File: config.mk
export PLATFORM = sky130hd
export DESIGN_NAME = tmr_ctl_bank
export DESIGN_NICKNAME = d
export VERILOG_FILES = /design/src/rtl/tmr_ctl_pkg.sv /design/src/rtl/tmr_ctl_decode.sv /design/src/rtl/tmr_ctl_lock.sv /design/src/rtl/tmr_ctl_word.sv /design/src/rtl/tmr_ctl_bank.sv
export SDC_FILE = /design/constraint.sdc
export NUM_CORES = 1
export LEC_CHECK = 0
export BUFFER_PORTS_ARGS = -buffer_cell sky130_fd_sc_hd__buf_2
export CAP_MARGIN = 20
export CORE_ASPECT_RATIO = 1.5
export CORE_MARGIN = 3
export CORE_UTILIZATION = 43
export DETAILED_ROUTE_END_ITERATION = 8
export PLACE_DENSITY = 0.84
export SETUP_SLACK_MARGIN = 0.05
export SYNTH_ARGS = -nofsm -noshare
export SYNTH_HDL_FRONTEND = slang
export SYNTH_SLANG_ARGS = --single-unit
File: constraint.sdc
create_clock -name clk_i -period 1.2 [get_ports clk_i]
set_clock_uncertainty 0.05 [all_clocks]
set_input_delay 0.12 -clock clk_i [delete_from_list [all_inputs] [get_ports clk_i]]
set_output_delay 0.12 -clock clk_i [all_outputs]
set_load 0.02 [all_outputs]
File: src/rtl/tmr_ctl_pkg.sv
package tmr_ctl_pkg;
  localparam int unsigned OFS_W   = 8;
  localparam int unsigned N_REG   = 4;
  localparam int unsigned CMD_W   = 8;
  localparam int unsigned CMD_LSB = 1;

  localparam logic [OFS_W-1:0] OFS_MAIN = 8'h30;
  localparam logic [OFS_W-1:0] OFS_SEC  = 8'h34;
  localparam logic [OFS_W-1:0] OFS_KEY  = 8'h38;
  localparam logic [OFS_W-1:0] OFS_CLR  = 8'h3C;

  localparam logic [CMD_W-1:0] CMD_OPEN = 8'hAE;
  localparam logic [CMD_W-1:0] CMD_SHUT = 8'hEA;

  typedef enum int unsigned {
    IDX_MAIN = 0,
    IDX_SEC  = 1,
    IDX_KEY  = 2,
    IDX_CLR  = 3
  } reg_idx_e;

  typedef struct packed {
    logic clr;
    logic key;
    logic sec;
    logic main;
  } sel_t;
endpackage

File: src/rtl/tmr_ctl_decode.sv
module tmr_ctl_decode
  import tmr_ctl_pkg::*;
#(
  parameter int unsigned ADDR_W = 8
) (
  input  logic [ADDR_W-1:0] addr_i,
  output sel_t              sel_o,
  output logic              mapped_o
);
  localparam logic [N_REG-1:0][OFS_W-1:0] OFS_TAB = {OFS_CLR, OFS_KEY, OFS_SEC, OFS_MAIN};

  logic [N_REG-1:0] hit;

  for (genvar i = 0; i < N_REG; i++) begin : g_hit
    assign hit[i] = (addr_i == ADDR_W'(OFS_TAB[i]));
  end

  assign sel_o.main = hit[IDX_MAIN];
  assign sel_o.sec  = hit[IDX_SEC];
  assign sel_o.key  = hit[IDX_KEY];
  assign sel_o.clr  = hit[IDX_CLR];
  assign mapped_o   = |hit;
endmodule

File: src/rtl/tmr_ctl_lock.sv
module tmr_ctl_lock
  import tmr_ctl_pkg::*;
#(
  parameter int unsigned DATA_W = 32
) (
  input  logic              clk_i,
  input  logic              rst_ni,
  input  logic              wr_i,
  input  logic [DATA_W-1:0] wdata_i,
  output logic              open_o
);
  logic [CMD_W-1:0] cmd;
  logic             unused_wdata;

  assign cmd          = wdata_i[CMD_LSB +: CMD_W];
  assign unused_wdata = ^{wdata_i[DATA_W-1:CMD_LSB+CMD_W], wdata_i[CMD_LSB-1:0]};

  always_ff @(posedge clk_i or negedge rst_ni) begin
    if (!rst_ni) begin
      open_o <= 1'b0;
    end else if (wr_i) begin
      if (cmd == CMD_OPEN)      open_o <= 1'b1;
      else if (cmd == CMD_SHUT) open_o <= 1'b0;
    end
  end
endmodule

File: src/rtl/tmr_ctl_word.sv
module tmr_ctl_word #(
  parameter int unsigned DATA_W    = 32,
  parameter bit          CLEARABLE = 1'b0
) (
  input  logic              clk_i,
  input  logic              rst_ni,
  input  logic              ld_i,
  input  logic              clr_i,
  input  logic [DATA_W-1:0] wdata_i,
  output logic [DATA_W-1:0] q_o
);
  if (CLEARABLE) begin : g_w1c
    always_ff @(posedge clk_i or negedge rst_ni) begin
      if (!rst_ni)    q_o <= '0;
      else if (ld_i)  q_o <= wdata_i;
      else if (clr_i) q_o <= q_o & ~wdata_i;
    end
  end else begin : g_plain
    logic unused_clr;
    assign unused_clr = clr_i;
    always_ff @(posedge clk_i or negedge rst_ni) begin
      if (!rst_ni)   q_o <= '0;
      else if (ld_i) q_o <= wdata_i;
    end
  end
endmodule

File: src/rtl/tmr_ctl_bank.sv
module tmr_ctl_bank
  import tmr_ctl_pkg::*;
#(
  parameter int unsigned ADDR_W = 8,
  parameter int unsigned DATA_W = 32
) (
  input  logic              clk_i,
  input  logic              rst_ni,
  input  logic [ADDR_W-1:0] addr_i,
  input  logic              we_i,
  input  logic              re_i,
  input  logic [DATA_W-1:0] wdata_i,
  output logic [DATA_W-1:0] rdata_o,
  output logic [DATA_W-1:0] main_ctl_o,
  output logic              illegal_o
);
  sel_t              sel;
  logic              mapped;
  logic              lock_q;
  logic [DATA_W-1:0] sec_q;

  tmr_ctl_decode #(.ADDR_W(ADDR_W)) i_decode (
    .addr_i  (addr_i),
    .sel_o   (sel),
    .mapped_o(mapped)
  );

  tmr_ctl_lock #(.DATA_W(DATA_W)) i_lock (
    .clk_i  (clk_i),
    .rst_ni (rst_ni),
    .wr_i   (we_i & sel.key),
    .wdata_i(wdata_i),
    .open_o (lock_q)
  );

  tmr_ctl_word #(.DATA_W(DATA_W), .CLEARABLE(1'b1)) i_main (
    .clk_i  (clk_i),
    .rst_ni (rst_ni),
    .ld_i   (we_i & sel.main),
    .clr_i  (we_i & sel.clr & lock_q),
    .wdata_i(wdata_i),
    .q_o    (main_ctl_o)
  );

  tmr_ctl_word #(.DATA_W(DATA_W), .CLEARABLE(1'b0)) i_sec (
    .clk_i  (clk_i),
    .rst_ni (rst_ni),
    .ld_i   (we_i & sel.sec),
    .clr_i  (1'b0),
    .wdata_i(wdata_i),
    .q_o    (sec_q)
  );

  always_comb begin
    rdata_o = '0;
    if (sel.main)     rdata_o = main_ctl_o;
    else if (sel.sec) rdata_o = sec_q;
    else if (sel.key) rdata_o = DATA_W'(lock_q);
  end

  always_ff @(posedge clk_i or negedge rst_ni) begin
    if (!rst_ni) illegal_o <= 1'b0;
    else         illegal_o <= (we_i | re_i) & ~mapped;
  end
endmodule

# == Word level (Yosys, flattened, before mapping) ==
# Cells that the tools add are included.
# word_totals
out_inout_bits,65
reg_bits,66
elab_cells,31
inputBits,44
# op_classes
reduce_logical,4
muxes,7
bitwise,10
eq_ne,6
# op_table
op,n
$mux W32,4
$and A32 B32 Y32,1
$eq A8 B6 Y1 const B,4
$not A32 Y32,1
$eq A8 B8 Y1 const B,2
$and A1 B1 Y1,6
$reduce_bool A2 Y1,2
$reduce_or A4 Y1,1
$mux W1,3
$reduce_and A2 Y1,1
$not A1 Y1,1
$or A1 B1 Y1,1

# == Depth between registers and ports, before layout ==
# logic_depth
word_depth,5
depth_mapped,5
ltp_nobuf,3

# == Cells and area by module ==
# A second synthesis with hierarchy kept.
# hier_totals
hier_cells,278
area_unflattened_um2,3420.8
# modules_own_cells
module,cells_each,seq_area_each_um2,instances,area_per_inst_um2
tmr_ctl_word at i_main,138,800.8,1,1502.7
tmr_ctl_word at i_sec,68,800.8,1,1345.0
tmr_ctl_bank,53,25.0,1,435.4
tmr_ctl_lock,9,25.0,1,75.1
tmr_ctl_decode,10,0.0,1,62.6

# == Worst setup path before layout ==
# No wires, ideal clock.
# synth_timing
path_type,input to register
startpoint,input addr_i[6]
endpoint,register i_main.q_o[0]
setup_time_ps,79
arrival_time_ps,1258
cell_stages,5
t_required_ps,1071
n_path_buf,2
slack_ps,-188
path_cell_list,nand4bb_1 clkbuf_1 nor4_4 buf_6 mux2i_1
# synth_via
elab_chain_len,4
elab_cells_between_ends,7
cone_classes,eq/ne (2); mux (1); bitwise (3); reduce/logical (1)
# synth_rtl
item,line,text
from (decl),tmr_ctl_bank.sv:9,"input logic [ADDR_W-1:0] addr_i,"
$eq A8 B6 Y1,tmr_ctl_decode.sv:15,assign hit[i] = (addr_i == ADDR_W'(OFS_TAB[i]));
$and A1 B1 Y1 (2 in series),tmr_ctl_bank.sv:40,".clr_i (we_i & sel.clr & lock_q),"
$reduce_bool A2 Y1 (no line),-,
to (signal assigned),tmr_ctl_word.sv:15,else if (ld_i) q_o <= wdata_i;
to (signal assigned),tmr_ctl_word.sv:16,else if (clr_i) q_o <= q_o & ~wdata_i;
to (decl),tmr_ctl_word.sv:10,output logic [DATA_W-1:0] q_o
# Parallel ways exist; a longest one is shown, timed or not.
# A chain may end at the register's enable or synchronous reset.

# == Worst setup path in the final report ==
# layout_timing
startpoint,input addr_i[3]
endpoint,output rdata_o[8]
# layout_via
elab_chain_len,3
elab_cells_between_ends,4
cone_classes,eq/ne (2); mux (2)
# layout_rtl
item,line,text
$eq A8 B6 Y1,tmr_ctl_decode.sv:15,
$mux W32,tmr_ctl_bank.sv:57,else if (sel.sec) rdata_o = sec_q;
$mux W32 *,tmr_ctl_bank.sv:56,if (sel.main) rdata_o = main_ctl_o;
to (decl),tmr_ctl_bank.sv:13,"output logic [DATA_W-1:0] rdata_o,"
# Mark *: on every way between the ends. The rest lies on a longest branch, timed or not.

==> results.py <==
metrics = {
    "job": {
        "drv_cap": 0,
    },
    "clock_tree": {
        "cts_buffer_depth": 2,
        "cts_made_buffers": 9,
        "root_buffer": "clkbuf_8",
        "h-tree-depth": 3,
        "clkLatencyLatePin_ns": 0.33,
        "path_clk_slew_ns": 0.07,
        "cts.sinks": 66,
        "cts_tree": "yes",
    },
    "placed_design": {
        "io_buffers": 108,
        "dp_hpwl_um": 6681,
        "gp_congestion": 0.7836,
    },
    "sta": {
        "relSlewSlack": 0.7233,
        "slew_violations": 0,
        "period_share": 1.329,
        "max_slew.worst_pin.slew_ns": 0.4151,
        "fin_ws_ns": -0.3943,
        "rsz0062_at_grt": "true",
        "final-setup-viol-count": 64,
        "hold_slack_ns": 0.02918,
        "fin_crit_ns": 1.594,
        "hold_viol_final": 0,
        "fmax_mhz": 627.2,
        "finalSetupTns_ns": -16.74,
    },
    "yosys": {
        "avgSynthCellArea_um2": 12.18,
        "netlist_area_um2": 3361,
        "synth_top_area_frac": 0.4914,
        "synthCells": 276,
        "yosysWarnings": 0,
        "yosysTopAreaCell": "dfrtp_1",
        "synthesis.nets": 320,
        "synthTopCellsByArea": "dfrtp_1 49%, mux2i_1 9.8%, o41ai_1 8.3%, a22o_1 8.1%, mux2_2 7.0%",
        "synth_seq_cells": 66,
        "yosysSeqAreaShare": 0.4914,
        "ys_types": 30,
    },
    "final_layout": {
        "layout.nets": 491,
        "n_antenna_cell": 0,
        "regArea_um2": 1653,
        "final_cell_mix": "65 x dfrtp_1, 63 x buf_2, 43 x buf_6",
        "finish.utilization": 0.7547,
        "drive_gt1_frac": 0.5344,
        "syn2layout_area_growth_pct": 66.57,
        "multi_input_area_um2": 1813,
        "final_common_cell": "dfrtp_1",
        "fillers": 452,
    },
    "critical_path": {
        "critPathBufInv": 4,
        "crit_chain": "buf_8 > or3_4 > nor3_4 > buf_6 > buf_16 > a22o_1 > buf_6",
        "path_class": "in2out",
        "critPathCaptureType": "output pin",
        "worstSetupStartpointType": "input pin",
        "critPathTopFamily": "simple AND/OR/NAND/NOR gates",
        "slowest_stage": "or3_4",
        "arrival_ns": 1.42,
        "crit_top_cell": "buf_6",
        "slowest_delay_ns": 0.41,
        "crit_fanout": 5,
        "required_ns": 1.03,
    },
    "power_and_ir_drop": {
        "power.leakage_nw": 2.776,
        "peakVddDrop_mv": 0.9393,
        "power_density_nw_per_um2": 866.3,
    },
    "route": {
        "vias_per_cell": 5.717,
        "totalWireLength_um": 11140,
        "drc": 0,
        "ant_nets": 0,
        "num_vias": 3150,
        "drt_iter0_drc": 191,
        "post_drt_wl_per_cell_um": 20.22,
        "drtPass1Iterations": 4,
    },
    "global_routing": {
        "overflow": 0,
        "antenna_found_initial": 0,
        "grt_max_degree": 30,
        "grt_pass1_wl_um": 17150,
        "grt_pass1_vias": 3367,
        "grt_usage": 0.2503,
    },
    "floorplanning": {
        "dieArea_um2": 8935,
        "ioPinCount": 109,
        "fp.dieH_um": 114.3,
        "chipWidth_um": 78.19,
        "num_rows": 38,
        "coreArea_um2": 7417,
        "start_util": 0.4531,
    },
    "run_status": {
        "violations": "setup timing",
        "outcome": "finished with violations",
    },
    "worst_hold_path": {
        "hold_class": "in2reg",
    },
}
routing by layer:
layer	GRT usage	share of wire
met5	0	0
met4	0.1085	0.026
met3	0.04961	0.047
met2	0.4588	0.56
met1	0.2782	0.37
through the flow:
step / worst slack, ns / instances / area (um^2) / total power [mW]
5_1_grt: -0.4371 / 551 / 5598 / 5.053
3_5_place_dp: -0.4405 / 488 / 4335 / 3.013
6_report: -0.3943 / 551 / 5598 / 4.849
2_1_floorplan: -0.1545 / 276 / 3542 / 2.712
4_1_cts: -0.3487 / 548 / 5380 / 4.790
3_3_place_gp: -0.4013 / 488 / 4335 / 2.987
tightest hold or removal path: stages:
cell and delay [ns]:
buf_2 0.12, inv_1 0.07, mux2i_1 0.07
state kept, by name, summed over array words and instances, names as in the netlist:
register and flops:
i_lock.open_o 1, i_main.q_o 32, i_sec.q_o 32, illegal_o 1
what timing repair did:
item | in CTS | in global routing
hold buffers | 30 | 0
setup endpoints to repair | 66 | 101
buffers inserted | 8 | 3
endpoints found under the hold margin | 109 | 0
pin swaps | 12 | 11
gates cloned | 7 | 0
gates resized for setup | 96 | 42
synthesized netlist by cell type:
cell type,n
o41ai_1,32
mux2i_1,33
o21ai_0,2
dfrtp_1,66
a21oi_1,1
or3b_1,1
nand3b_1,1
o311ai_0,1
nor4_4,1
and4bb_2,1
or3_4,1
nor4bb_1,1
nor3_1,1
buf_1,1
clkbuf_1,7
nor3_2,1
nand3_1,1
mux2_2,21
buf_6,6
nand4bb_1,1
a22o_1,31
nor2_1,2
a41o_1,1
buf_2,11
mux2_1,11
inv_1,34
nand4_1,2
and4b_1,1
and3_1,2
nor3b_1,1
power breakdown:
part / leakage, nW / total (mW) / internal, mW / switching (mW)
sequential: 0.900 / 2.43 / 2.33 / 0.0986
combinational: 1.79 / 0.757 / 0.365 / 0.392
clock: 0.0855 / 1.66 / 0.850 / 0.815
final timing paths:
check / startpoint / endpoint / slack, ns / cells after the start
worst max register to register: i_lock.open_o / i_main.q_o[4] / -0.17 / 5
max in group asynchronous: rst_ni / i_main.q_o[16] / 0.39 / 3
worst max-delay path: addr_i[3] / rdata_o[8] / -0.39 / 7
min in group asynchronous: rst_ni / i_sec.q_o[24] / 0.20 / 2
worst min register to register: i_sec.q_o[30] / i_sec.q_o[30] / 0.46 / 1
worst min-delay path: wdata_i[6] / i_main.q_o[6] / 0.03 / 3
cells by family (layout without fill, tap and decap cells):
family | Yosys count | after routing | synth area share
compound gates | 68 | 68 | 0.1742
buf+inv | 59 | 234 | 0.08339
flops | 66 | 66 | 0.4914
mux | 65 | 65 | 0.2055
simple gates | 18 | 18 | 0.04542
final cells by class:
class                      count  share of cell area
clock buffer                  13             0.02839
clock inverter                 2            0.002235
inverter                      34             0.02280
multi-input combinational    151              0.3239
sequential                    66              0.2953
tap                          100             0.02235
timing repair buffer         185              0.3051
Power figures use the tool's default switching activity.
